### config.mk
export PLATFORM = sky130hd
export DESIGN_NAME = bcd_tuning_word
export DESIGN_NICKNAME = d
export VERILOG_FILES = /design/src/rtl/tw_pkg.sv /design/src/rtl/tw_digit_check.sv /design/src/rtl/tw_coef_rom.sv /design/src/rtl/tw_times10.sv /design/src/rtl/bcd_tuning_word.sv
export SDC_FILE = /design/constraint.sdc
export NUM_CORES = 1
export LEC_CHECK = 0
export ABC_AREA = 1
export CORE_MARGIN = 5
export CORE_UTILIZATION = 45
export DETAILED_ROUTE_END_ITERATION = 8
export HOLD_SLACK_MARGIN = 0.05
export SLEW_MARGIN = 20
export SYNTH_ARGS = -nofsm -noshare
export SYNTH_HDL_FRONTEND = slang
export SYNTH_SLANG_ARGS = --single-unit
### constraint.sdc
create_clock -name clk -period 8.3 [get_ports clk]
set_input_delay 1.66 -clock clk [delete_from_list [all_inputs] [get_ports clk]]
set_output_delay 1.66 -clock clk [all_outputs]
set_load 0.01 [all_outputs]
### src/rtl/tw_pkg.sv
package tw_pkg;
    localparam int ACC_W  = 64;
    localparam int FRAC_W = 32;
    localparam int COEF_W = 40;
    localparam int DIG_W  = 4;
    localparam int WORD_W = ACC_W - FRAC_W;

    typedef enum logic [2:0] {
        ST_IDLE,
        ST_ADD,
        ST_MUL10,
        ST_SCALE,
        ST_ROUND,
        ST_FAULT
    } tw_state_e;

    // Pre-scale exponent chosen from the reference frequency range
    function automatic int unsigned range_shift(longint unsigned fref);
        if (fref >= 64'd151_000_000)
            return 0;
        else if (fref >= 64'd76_000_000)
            return 1;
        else if (fref >= 64'd38_000_000)
            return 2;
        else
            return 3;
    endfunction

    // round(d * 2^(64-sh) / fref) truncated to the coefficient width
    function automatic logic [COEF_W-1:0] coef_entry(int unsigned d, int unsigned sh,
                                                     longint unsigned fref);
        logic [127:0] num;
        logic [127:0] quo;
        num = 128'(d) << (ACC_W - sh);
        num = num + 128'(fref / 2);
        quo = num / 128'(fref);
        return quo[COEF_W-1:0];
    endfunction
endpackage

### src/rtl/tw_digit_check.sv
module tw_digit_check
    import tw_pkg::*;
#(
    parameter int NDIG = 8
) (
    input  logic [NDIG*DIG_W-1:0] digits_i,
    output logic                  all_ok_o
);
    logic [NDIG-1:0] ok_vec;

    for (genvar g = 0; g < NDIG; g++) begin : g_dig
        assign ok_vec[g] = (digits_i[g*DIG_W +: DIG_W] <= 4'd9);
    end

    assign all_ok_o = &ok_vec;
endmodule

### src/rtl/tw_coef_rom.sv
module tw_coef_rom
    import tw_pkg::*;
#(
    parameter longint unsigned FREF_HZ = 125_000_000,
    parameter int unsigned     SHIFT   = 1
) (
    input  logic [DIG_W-1:0]  digit_i,
    output logic [COEF_W-1:0] coef_o
);
    localparam int NENT = 10;

    logic [COEF_W-1:0] tbl [NENT];

    for (genvar g = 0; g < NENT; g++) begin : g_ent
        assign tbl[g] = coef_entry(g, SHIFT, FREF_HZ);
    end

    always_comb begin
        coef_o = '0;
        for (int i = 0; i < NENT; i++) begin
            if (digit_i == DIG_W'(i))
                coef_o = tbl[i];
        end
    end
endmodule

### src/rtl/tw_times10.sv
module tw_times10
    import tw_pkg::*;
(
    input  logic [ACC_W-1:0] acc_i,
    output logic [ACC_W-1:0] acc_o
);
    logic [ACC_W-1:0] by4;
    logic [ACC_W-1:0] by5;

    always_comb begin
        by4   = acc_i << 2;
        by5   = by4 + acc_i;
        acc_o = by5 << 1;
    end
endmodule

### src/rtl/bcd_tuning_word.sv
module bcd_tuning_word
    import tw_pkg::*;
#(
    parameter longint unsigned FREF_HZ = 125_000_000,
    parameter int              NDIG    = 8
) (
    input  logic                  clk,
    input  logic                  rst_n,
    input  logic                  start_i,
    input  logic [NDIG*DIG_W-1:0] digits_i,
    output logic [WORD_W-1:0]     word_o,
    output logic                  done_o,
    output logic                  err_o
);
    localparam int unsigned SH    = range_shift(FREF_HZ);
    localparam int          IDX_W = (NDIG > 1) ? $clog2(NDIG) : 1;

    tw_state_e             state_q, state_d;
    logic [IDX_W-1:0]      idx_q;
    logic [NDIG*DIG_W-1:0] dig_q;
    logic [ACC_W-1:0]      acc_q;
    logic [ACC_W-1:0]      acc_x10;
    logic [WORD_W-1:0]     word_q;
    logic                  done_q;
    logic                  err_q;
    logic                  digits_ok;
    logic [DIG_W-1:0]      cur_digit;
    logic [COEF_W-1:0]     coef;

    assign cur_digit = dig_q[DIG_W*idx_q +: DIG_W];

    tw_digit_check #(.NDIG(NDIG)) u_check (
        .digits_i (digits_i),
        .all_ok_o (digits_ok)
    );

    tw_coef_rom #(.FREF_HZ(FREF_HZ), .SHIFT(SH)) u_rom (
        .digit_i (cur_digit),
        .coef_o  (coef)
    );

    tw_times10 u_x10 (
        .acc_i (acc_q),
        .acc_o (acc_x10)
    );

    // state register
    always_ff @(posedge clk or negedge rst_n) begin
        if (!rst_n)
            state_q <= ST_IDLE;
        else
            state_q <= state_d;
    end

    always_comb begin
        state_d = state_q;
        unique case (state_q)
            ST_IDLE:  if (start_i) state_d = digits_ok ? ST_ADD : ST_FAULT;
            ST_ADD:   state_d = (idx_q == '0) ? ST_SCALE : ST_MUL10;
            ST_MUL10: state_d = ST_ADD;
            ST_SCALE: state_d = ST_ROUND;
            ST_ROUND: state_d = ST_IDLE;
            ST_FAULT: state_d = ST_IDLE;
            default:  state_d = ST_IDLE;
        endcase
    end

    // datapath and outputs
    always_ff @(posedge clk or negedge rst_n) begin
        if (!rst_n) begin
            idx_q  <= '0;
            dig_q  <= '0;
            acc_q  <= '0;
            word_q <= '0;
            done_q <= 1'b0;
            err_q  <= 1'b0;
        end else begin
            done_q <= 1'b0;
            err_q  <= 1'b0;
            unique case (state_q)
                ST_IDLE: begin
                    if (start_i) begin
                        dig_q <= digits_i;
                        idx_q <= IDX_W'(NDIG - 1);
                        acc_q <= '0;
                    end
                end
                ST_ADD: begin
                    acc_q <= acc_q + ACC_W'(coef);
                    if (idx_q != '0)
                        idx_q <= idx_q - 1'b1;
                end
                ST_MUL10: acc_q <= acc_x10;
                ST_SCALE: acc_q <= acc_q << SH;
                ST_ROUND: begin
                    word_q <= acc_q[ACC_W-1:FRAC_W] + WORD_W'(acc_q[FRAC_W-1]);
                    done_q <= 1'b1;
                end
                ST_FAULT: begin
                    word_q <= '0;
                    done_q <= 1'b1;
                    err_q  <= 1'b1;
                end
                default: ;
            endcase
        end
    end

    assign word_o = word_q;
    assign done_o = done_q;
    assign err_o  = err_q;

    assert_done_pulse_R6: assert property (@(posedge clk) disable iff (!rst_n)
        done_q |=> !done_q);

    assert_err_needs_done_R10: assert property (@(posedge clk) disable iff (!rst_n)
        err_q |-> done_q);

    assert_word_hold_R7: assert property (@(posedge clk) disable iff (!rst_n)
        !done_q |-> $stable(word_q));

    assert_capture_hold_R8: assert property (@(posedge clk) disable iff (!rst_n)
        (state_q != ST_IDLE) |=> $stable(dig_q));

    assert_table_index_R9: assert property (@(posedge clk) disable iff (!rst_n)
        (state_q == ST_ADD) |-> (cur_digit <= 4'd9));

    assert_fault_report_R9: assert property (@(posedge clk) disable iff (!rst_n)
        (state_q == ST_IDLE && start_i && !digits_ok) |=> ##1 (done_q && err_q && word_q == '0));
endmodule

# [Word-level counts from Yosys, hierarchy flattened]
# Cells that the tools add are included.
[totals] input_bits=35 out_inout_bits=34 ff_bits=136 elab_cells=68
[classes] n_addsub=4 n_shift=1 muxes=21 reduce_logical=11 magnitude_cmp=8 eq_ne=16
[ops] operator="64-bit case mux with 4 select lines" count=1
[ops] operator="39-bit two-way mux" count=4
[ops] operator="40-bit two-way mux" count=2
[ops] operator="38-bit two-way mux" count=2
[ops] operator="64-bit by 40-bit adder with 64-bit output" count=1
[ops] operator="64-bit two-way mux" count=1
[ops] operator="32-bit case mux with 2 select lines" count=1
[ops] operator="63-bit adder" count=1
[ops] operator="37-bit two-way mux" count=1
[ops] operator="32-bit by 1-bit adder with 32-bit output" count=1
[ops] operator="4-bit <= comparator, second input constant" count=8
[ops] operator="32-bit by 6-bit indexed part select with 4-bit output" count=1
[ops] operator="4-bit by 3-bit == test with 1-bit output, second input constant" count=4
[ops] operator="3-bit two-way mux" count=4
[ops] operator="3-bit case mux with 4 select lines" count=1
[ops] operator="4-bit by 2-bit == test with 1-bit output, second input constant" count=2
[ops] operator="4-bit == test, second input constant" count=2
[ops] operator="8-bit AND reduction" count=1
[ops] operator="3-bit by 2-bit == test with 1-bit output, second input constant" count=2
[ops] operator="3-bit == test, second input constant" count=2
[ops] operator="3-bit logical NOT" count=2
[ops] operator="3-bit case mux with 2 select lines" count=1
[ops] operator="4-bit by 1-bit == test with 1-bit output, second input constant" count=1
[ops] operator="2-bit != test, second input constant" count=2
[ops] operator="9 further kinds" count=13

# [Depth between registers and ports, before layout]
# Gate-level depths: netlist (run 1).
[depth] ltp_word=13 mapped_depth=33 depth_no_buf=32

# [By module]
# Synthesis (run 1) repeated with hierarchy kept, for this count alone.
[hier_totals] cells_unflattened=3013 area_unflattened_um2=17028.8
[by_module_without_submodules] module="bcd_tuning_word" cells_per_inst=1719 seq_area_each_um2=3403.3 area_each_um2=11046.8 n_inst=1
[by_module_without_submodules] module="tw_times10" cells_per_inst=1188 seq_area_each_um2=0.0 area_each_um2=5499.0 n_inst=1
[by_module_without_submodules] module="tw_coef_rom" cells_per_inst=77 seq_area_each_um2=0.0 area_each_um2=370.4 n_inst=1
[by_module_without_submodules] module="tw_digit_check" cells_per_inst=29 seq_area_each_um2=0.0 area_each_um2=112.6 n_inst=1

# [Worst setup path before layout (run 1)]
# OpenSTA, ideal clock, no wires.
[synth_path] kind="register -> register" start="register idx_q[0]" end="register acc_q[20]" period_less_slack_ns=3.697 t_required_ns=8.161 stages_incl_launch_ff=28 setup_time_ns=0.139 n_path_buf=2 setup_slack_ns=4.603 arrival_time_ns=3.558 cell_sequence="dfrtp_1 buf_6 inv_4 buf_2 nor2_1 o22ai_1 inv_1 o21ai_1 nor2_1 inv_1 nor2_1 inv_1 nand2_1 inv_2 nand2_1 inv_1 nand2_1 ha_1 fa_1 a31oi_1 o21ai_0 nand4_1 nand3_2 nand2_1 nand2_1 or2_2 nand3_1 o2111ai_1"
[synth_via] elab_chain_len=13 elab_cells_between_ends=21 cone_classes="1 x add/sub; 9 x eq/ne; 1 x shift; 10 x mux"
[synth_lines] element="start: declaration" line="bcd_tuning_word.sv:19" source="logic [IDX_W-1:0] idx_q;"
[synth_lines] element="start signal: assignment" line="bcd_tuning_word.sv:84" source="idx_q <= IDX_W'(NDIG - 1);"
[synth_lines] element="start signal: assignment" line="bcd_tuning_word.sv:91" source="idx_q <= idx_q - 1'b1;"
[synth_lines] element="32-bit by 6-bit indexed part select with 4-bit output (*)" line="bcd_tuning_word.sv:30" source="assign cur_digit = dig_q[DIG_W*idx_q +: DIG_W];"
[synth_lines] element="4-bit by 1-bit == test with 1-bit output" line="tw_coef_rom.sv:21" source="if (digit_i == DIG_W'(i))"
[synth_lines] element="37-bit two-way mux" line="tw_coef_rom.sv:21"
[synth_lines] element="38-bit two-way mux (2 in a row)" line="tw_coef_rom.sv:21"
[synth_lines] element="39-bit two-way mux (4 in a row)" line="tw_coef_rom.sv:21"
[synth_lines] element="40-bit two-way mux" line="tw_coef_rom.sv:21"
[synth_lines] element="40-bit two-way mux (*)" line="tw_coef_rom.sv:21"
[synth_lines] element="64-bit by 40-bit adder with 64-bit output (*)" line="bcd_tuning_word.sv:89" source="acc_q <= acc_q + ACC_W'(coef);"
[synth_lines] element="64-bit case mux with 4 select lines (*)" line="bcd_tuning_word.sv:80" source="unique case (state_q)"
[synth_lines] element="end signal: assignment" line="bcd_tuning_word.sv:89"
[synth_lines] element="end signal: assignment" line="bcd_tuning_word.sv:94" source="ST_SCALE: acc_q <= acc_q << SH;"
[synth_lines] element="end: declaration" line="bcd_tuning_word.sv:21" source="logic [ACC_W-1:0] acc_q;"
# Mark *: on every way between the ends. The rest lies on a longest branch, timed or not.
# A chain may end at the register's enable or synchronous reset.

# [Worst setup path after layout (run 1)]
[layout_path] start="register idx_q[0]" end="register acc_q[38]"
# Same word-level chain as after synthesis.

==> results.txt, run 1 <==
----------------------------------------------------
[Route]
  Number of detailed-routing iterations run before antenna repair ... 5
  Overall routed net length ... 59,430 um
  Met2 wire length ... 25,700 um
  Routed wire length per instance ... 19.97 um
  Via-per-instance ratio ... 5.762
  Met3 routed WL ... 4524 um
  Starting DRC count in detailed routing ... 1,837
  Detail Route Antenna Nets ... 0
  Routed met1 length ... 26,980 um
  Uppermost routed layer ... met4
  Vias ... 17,150
  Post-route DRC violation count ... 0

[Floorplan]
  Row count ... 67
  Effective utilization at floorplan ... 0.4529
  Number of top-level pins ... 69
  Core area ... 33,280 sq um
  Die Ht ... 193.0 um
  Die width ... 193.0 um
  Area of the die ... 37,260 sq um

[Synth]
  Warnings, synthesis ... 0
  Mean instance size in the synthesized netlist ... 6.115 sq um
  Synthesized Nets ... 2,602
  Sequential fraction of the synthesis area ... 0.2258
  Number of flip-flops and latches in the synthesized netlist ... 136
  Predominant post-synthesis flop cell ... sky130_fd_sc_hd__dfrtp_1
  Library cells used by synthesis ... 60
  Number of enable-type register cells in the synthesized netlist ... 0
  Mapped Area ... 15,070 sq um
  Instance count of the mapped netlist ... 2,465
  Fraction of registers with async set or reset after synthesis ... 1.000

[Timing]
  Crit path time final ... 4.881 ns
  Slew at the pin closest to its max-slew limit ... 1.043 ns
  Setup violators final ... 0
  Post-route setup TNS ... 0 ns
  Final worst hold slack ... 0.4863 ns
  Skew final ... 0.01135 ns
  Achievable frequency ... 204.9 MHz
  Period Utilization, post-route ... 0.5881
  Fin. max-slew vios ... 0
  Final number of hold-violating endpoints ... 0
  Worst setup slack after layout ... 3.419 ns
  Max_slew headroom ... 0.2972
  Unrepaired setup endpoints after global routing ... false

[GRT]
  Number of global-route vias before repair ... 16,140
  Pin count of the biggest net entering global routing ... 71
  Global-route usage over all layers ... 0.3168
  Global-route wire length before repair ... 90,560 um
  Overall overflow remaining after global route ... 0
  Antenna violations before repair ... 0

[Final layout]
  Commonest non-fill, non-tap cell in the layout ... sky130_fd_sc_hd__nand2_1
  P&R area growth vs syn ... 11.14%
  Post-route design area ... 16,750 sq um
  Most frequent cells in the layout ... sky130_fd_sc_hd__nand2_1, sky130_fd_sc_hd__inv_1, sky130_fd_sc_hd__nor2_1
  Layout cell share with drive strength beyond 1 ... 0.04509
  Final net count ... 2,653
  Diodes inserted ... 0

[Worst setup path]
  Setup Crit Path Kind ... flop to flop
  Buffers & Inverters on Critical Path ... 6
  Type of destination of the critical path ... flop
  Family of cells with the greatest summed delay on the critical path ... simple AND/OR/NAND/NOR gates
  Worst Path Max Fanout ... 20
  WP data required ... 8.62 ns
  Startpoint kind of the worst setup timing path ... flop
  Most frequent cell on the critical path ... sky130_fd_sc_hd__nand2_1
  Slowest stage cell, crit path ... sky130_fd_sc_hd__dfrtp_1
  Data arrival time at the worst-slack endpoint ... 5.20 ns
  Longest individual stage delay on the worst path ... 0.59 ns

[Placed design]
  Setup slack after placement ... 3.074 ns
  Routability cong. ... 1.068
  Placed wire-length estimate after detailed placement ... 48,600 um
  Number of buffers inserted by port buffering ... 68
  Placement Cell Area ... 16,220 sq um

[Clocking]
  Post-CTS clock slew at the launch and capture registers of the worst setup and hold paths ... 0.06 ns
  CTS tree ... done
  Worst skew pair latency ... 0.44 ns
  CTS H-tree lvls ... 4
  Num CTS Buffers ... 17
  Clock Sink Count ... 136
  Setup bufs post-CTS ... 0
  Buffer type at the clock tree root ... sky130_fd_sc_hd__clkbuf_16
  Clk buf depth ... 2
  Number of gates resized after CTS ... 0
  Number of buffers added to fix hold violations after cts ... 0

[Pwr]
  Pwr dens ... 442.4 nW/um^2
  Static power due to leakage ... 7.875 nW
  Total power ... 7.411 mW
  Max IR drop VDD ... 0.2247 mV

[Min path]
  Worst hold path type ... flop to flop

[Flow run]
  Count of maximum capacitance violations ... 0

[Outcome]
  Outcome ... finished, final reports clean

----------------------------------------------------
[sequential cells by signal (all words and copies together) (netlist names)]
signal   flops
acc_q       64
dig_q       32
done_o       1
err_o        1
idx_q        3
state_q      3
word_o      32
[metrics by stage]
step | util | std cells
2_1_floorplan | - | 2465
3_3_place_gp | 0.4873 | 2945
3_5_place_dp | 0.4873 | 2945
4_1_cts | 0.5034 | 2976
5_1_grt | 0.5034 | 2976
6_report | 0.5034 | 2976
[Yosys cell counts (6+ instances only)]
| cell | instances | area share |
|---|---|---|
| sky130_fd_sc_hd__nand2_1 | 570 | 0.14 |
| sky130_fd_sc_hd__inv_1 | 361 | 0.090 |
| sky130_fd_sc_hd__nor2_1 | 272 | 0.068 |
| sky130_fd_sc_hd__o21ai_0 | 219 | 0.073 |
| sky130_fd_sc_hd__a21oi_1 | 215 | 0.071 |
| sky130_fd_sc_hd__nand3_1 | 213 | 0.071 |
| sky130_fd_sc_hd__dfrtp_1 | 136 | 0.23 |
| sky130_fd_sc_hd__ha_1 | 100 | 0.083 |
| sky130_fd_sc_hd__nor3_1 | 38 | 0.013 |
| sky130_fd_sc_hd__clkbuf_1 | 35 | 0.0087 |
| sky130_fd_sc_hd__nand4_1 | 32 | 0.013 |
| sky130_fd_sc_hd__a31oi_1 | 26 | 0.011 |
| sky130_fd_sc_hd__nand3b_1 | 20 | 0.010 |
| sky130_fd_sc_hd__o2111ai_1 | 19 | 0.011 |
| sky130_fd_sc_hd__o21bai_1 | 14 | 0.0070 |
| sky130_fd_sc_hd__a21o_1 | 13 | 0.0065 |
| sky130_fd_sc_hd__o21a_1 | 12 | 0.0060 |
| sky130_fd_sc_hd__nor2_2 | 10 | 0.0042 |
| sky130_fd_sc_hd__or2_2 | 10 | 0.0042 |
| sky130_fd_sc_hd__nand2_4 | 9 | 0.0067 |
| sky130_fd_sc_hd__nor4_1 | 9 | 0.0037 |
| sky130_fd_sc_hd__a21boi_0 | 8 | 0.0040 |
| sky130_fd_sc_hd__nand2_2 | 8 | 0.0033 |
| sky130_fd_sc_hd__xor2_1 | 8 | 0.0046 |
| sky130_fd_sc_hd__a32o_1 | 7 | 0.0046 |
| sky130_fd_sc_hd__mux2_2 | 7 | 0.0052 |
| sky130_fd_sc_hd__nand3_2 | 7 | 0.0046 |
| sky130_fd_sc_hd__o21ai_1 | 7 | 0.0023 |
| sky130_fd_sc_hd__o31ai_1 | 7 | 0.0035 |
| sky130_fd_sc_hd__and3_1 | 6 | 0.0025 |
[worst paths after layout]
kind                           from         to  slack [ns]  depth (start not counted)
max reg2reg                idx_q[0]  acc_q[38]        3.42                         28
max in group asynchronous     rst_n  dig_q[25]        5.66                          2
max                        idx_q[0]  acc_q[38]        3.42                         28
min reg2reg                dig_q[6]   dig_q[6]        0.49                          2
min in group asynchronous     rst_n  dig_q[11]        1.21                          1
min                        dig_q[6]   dig_q[6]        0.49                          2
[cells by family after synthesis]
logic type	share of synthesized area
muxes	0.007470
AOI/OAI and AO/OA	0.2149
xor gates and xnor gates	0.005810
buffers and inverters	0.1051
and+or+nand+nor	0.3553
DFF	0.2258
adders and majority gates	0.08566
[power by group]
part / internal [mW] / switching, mW / total, mW
Sequential: 0.945 / 0.426 / 1.37
Clock: 0.407 / 0.314 / 0.721
Combinational: 1.70 / 3.62 / 5.32
Total: 3.05 / 4.36 / 7.41
[metal layers]
metal / GRT usage / vias to the layer above
met5: 0 / -
met4: 0.1136 / 0
met3: 0.04519 / 105
met2: 0.4961 / 689
met1: 0.4473 / 7973
li1: - / 8382
[worst register-to-register path, delay by kind of cell, from the launching register on]
family                     cells  cell delay (ns)
AOI/OAI and AO/OA              4             1.18
adders and majority gates      2             0.63
buffers and inverters          6             0.68
DFF                            1             0.59
and+or+nand+nor               16             1.67
[area by class of cell]
| type | instances | area [sq um] |
|---|---|---|
| fillers | 3532 | 16530 |
| multi-input cells | 1914 | 10110 |
| flip-flops and latches | 136 | 3403 |
| inverters | 369 | 1388 |
| repair buffers | 78 | 757.0 |
| well taps | 448 | 560.5 |
| clock buffers | 18 | 429.2 |
| clock inverters | 13 | 107.6 |
Note: power is estimated with default switching activity, not from simulation.
==> inputs of run 2 (changes only) <==
clock period = 4 ns   (was 8.3 ns; I/O delays follow)
==> run 2 against run 1 <==
Via count grew 5.4%. Final cell count grew 5.0%. Flip-flop and latch count is the same. Combinational power grew to 2.7 times the previous value. Non-clock buffer count grew 147. Fmax grew 27%. Critical endpoint is now acc_q[46]. Sequential share of layout area shrank 1.9 points.
==> results.txt, run 2 (synthesis results as in run 1) <==
----------------------------------------------------
[Clocking]
  Number of buffers added to fix hold violations after cts ... 0 (unchanged)
  Worst skew pair latency ... 0.45 ns (about the same)
  Buffer type at the clock tree root ... sky130_fd_sc_hd__clkbuf_16
  Post-CTS clock slew at the launch and capture registers of the worst setup and hold paths ... 0.07 ns (about the same)
  CTS H-tree lvls ... 4 (unchanged)
  Clk buf depth ... 2 (unchanged)
  Clock Sink Count ... 136 (unchanged)
  Num CTS Buffers ... 17 (unchanged)
  CTS tree ... done

[Worst setup path]
  Reg-to-reg critical path startpoint ... idx_q[0]
  Slowest stage cell, crit path ... sky130_fd_sc_hd__dfrtp_2
  Worst Path Max Fanout ... 9 (-55%)
  Endpoint of the worst-slack reg-to-reg timing path ... acc_q[46]
  Longest individual stage delay on the worst path ... 0.45 ns (-0.14 ns)
  Setup Crit Path Kind ... flop to flop
  Type of destination of the critical path ... flop
  Startpoint kind of the worst setup timing path ... flop
  Data arrival time at the worst-slack endpoint ... 4.18 ns (-1.02 ns)
  Worst reg-to-reg setup slack ... 0.15 ns (-3.26 ns)
  Logic depth of the worst register-to-register path ... 28 (unchanged)
  WP data required ... 4.34 ns (-4.28 ns)

[Final layout]
  Most frequent cells in the layout ... sky130_fd_sc_hd__nand2_1, sky130_fd_sc_hd__inv_1, sky130_fd_sc_hd__nor2_1
  Diodes inserted ... 0 (unchanged)
  Layout cell share with drive strength beyond 1 ... 0.1353 (+0.09018)
  Max reg flops ... 64 (unchanged)
  Commonest non-fill, non-tap cell in the layout ... sky130_fd_sc_hd__nand2_1
  Final net count ... 2,800 (+5.5%)
  Number of inserted filler cells in the final layout ... 3,371 (-4.6%)
  P&R area growth vs syn ... 22.58%
  Register name with the most flops ... acc_q

[Timing]
  Fin. max-slew vios ... 0 (unchanged)
  Setup violators final ... 0 (unchanged)
  Slew at the pin closest to its max-slew limit ... 0.9883 ns (-0.05486 ns)
  Max_slew headroom ... 0.3404 (+0.04320)
  Crit path time final ... 3.846 ns (-1.035 ns)
  Worst setup slack after layout ... 0.1541 ns (-3.265 ns)
  Final number of hold-violating endpoints ... 0 (unchanged)
  Achievable frequency ... 260.0 MHz (+27%)
  Period Utilization, post-route ... 0.9615 (+0.3734)
  Skew final ... 0.01371 ns (+0.002359 ns)

[GRT]
  Number of global-route vias before repair ... 16,810 (+4.2%)
  Antenna violations before repair ... 1 (+1)
  Global-route usage over all layers ... 0.3314 (+0.01464)
  Pin count of the biggest net entering global routing ... 79 (+11%)
  Overall overflow remaining after global route ... 0 (unchanged)
  Global-route wire length before repair ... 94,650 um (+4.5%)

[Placed design]
  Placed wire-length estimate after detailed placement ... 50,850 um (+4.6%)
  Number of buffers inserted by port buffering ... 68 (unchanged)
  Routability cong. ... 1.008 (-5.6%)
  Setup slack after placement ... -0.07351 ns (-3.148 ns)

[Pwr]
  Total power ... 19.06 mW (+160%)
  Pwr dens ... 1032 nW/um^2 (+130%)
  Static power due to leakage ... 8.711 nW (+11%)
  Max IR drop VDD ... 0.5660 mV (+150%)

[Route]
  Overall routed net length ... 63,210 um (+6.4%)
  Routed wire length per instance ... 20.23 um (+1.3%)
  Post-route DRC violation count ... 0 (unchanged)
  Vias ... 18,080 (+5.4%)
  Number of detailed-routing iterations run before antenna repair ... 6 (+1)
  Detail Route Antenna Nets ... 0 (unchanged)
  Via-per-instance ratio ... 5.786 (+0.42%)
  Starting DRC count in detailed routing ... 1,790 (-2.6%)

[Outcome]
  Outcome ... finished, final reports clean

[Floorplan]
  Number of top-level pins ... 69 (unchanged)
  Area of the die ... 37,260 sq um (unchanged)
  Effective utilization at floorplan ... 0.4529 (unchanged)
  Row count ... 67 (unchanged)
  Die width ... 193.0 um (unchanged)
  Die Ht ... 193.0 um (unchanged)
  Core area ... 33,280 sq um (unchanged)

[Flow run]
  Count of maximum capacitance violations ... 0 (unchanged)

[Min path]
  Worst hold path type ... input pin to async pin

----------------------------------------------------
[run 2: stage by stage]
stage | hold slack, ns | util | cell area (sq um) | instances | setup TNS (ns)
global route | 0.3736 | 0.5552 | 18480 | 3124 | -0.4835
floorplan | 0.4478 | - | 15070 | 2465 | 0
global placement | 0.4751 | 0.5198 | 17300 | 3086 | -0.01667
CTS | 0.3372 | 0.5390 | 17940 | 3118 | -0.02277
finish | 0.3240 | 0.5552 | 18480 | 3124 | 0
detailed placement | 0.4807 | 0.5198 | 17300 | 3086 | -0.2224
[run 2: timing repair]
action | in CTS | in global routing
buffers inserted | 0 | 6
pin swaps | 0 | 11
gates cloned | 0 | 0
endpoints found under the setup margin | 14 | 50
hold endpoints to repair | 0 | 0
resized for setup | 5 | 127
[run 2: layer usage]
layer  track usage  part of all wire  routed length, um  vias to the layer above
met5             0           0.00011                  7                        -
met1        0.4655              0.43              27230                     8448
met3       0.04681             0.087               5502                      139
met2        0.5163              0.44              27640                      808
li1              -                 -                  -                     8680
met4        0.1318             0.045               2831                        2
[run 2: worst max path at each step]
| stage | cells past startpoint | slack [ns] | startpoint | end |
|---|---|---|---|---|
| 2_1_floorplan | 27 | 0.30 | idx_q[0] | acc_q[20] |
| 3_3_place_gp | 26 | -0.009 | idx_q[0] | acc_q[54] |
| 3_5_place_dp | 26 | -0.07 | idx_q[0] | acc_q[50] |
| 4_1_cts | 22 | -0.009 | idx_q[1] | acc_q[20] |
| 5_1_grt | 29 | -0.08 | idx_q[0] | acc_q[57] |
| 6_report | 28 | 0.15 | idx_q[0] | acc_q[46] |
[run 2: power by group]
| group | internal [mW] | total (mW) | switching (mW) |
|---|---|---|---|
| clock | 0.996 | 1.73 | 0.734 |
| combinational | 5.75 | 14.5 | 8.75 |
| sequential | 1.96 | 2.83 | 0.869 |
[run 2: critical path: cells and delay by family (launching register included)]
family,cells,cell delay (ns)
and+or+nand+nor,13,0.98
AOI/OAI and AO/OA,5,0.77
DFF,1,0.45
buffers and inverters,8,0.92
adders and majority gates,2,0.57
[run 2: area by class of cell]
type	instances	area, sq um	share of cell area
inverters	369	1388	0.07509
clock inverters	15	190.2	0.01029
well taps	448	560.5	0.03033
flip-flops and latches	136	3406	0.1843
repair buffers	225	1886	0.1020
multi-input cells	1914	10620	0.5749
clock buffers	17	425.4	0.02302
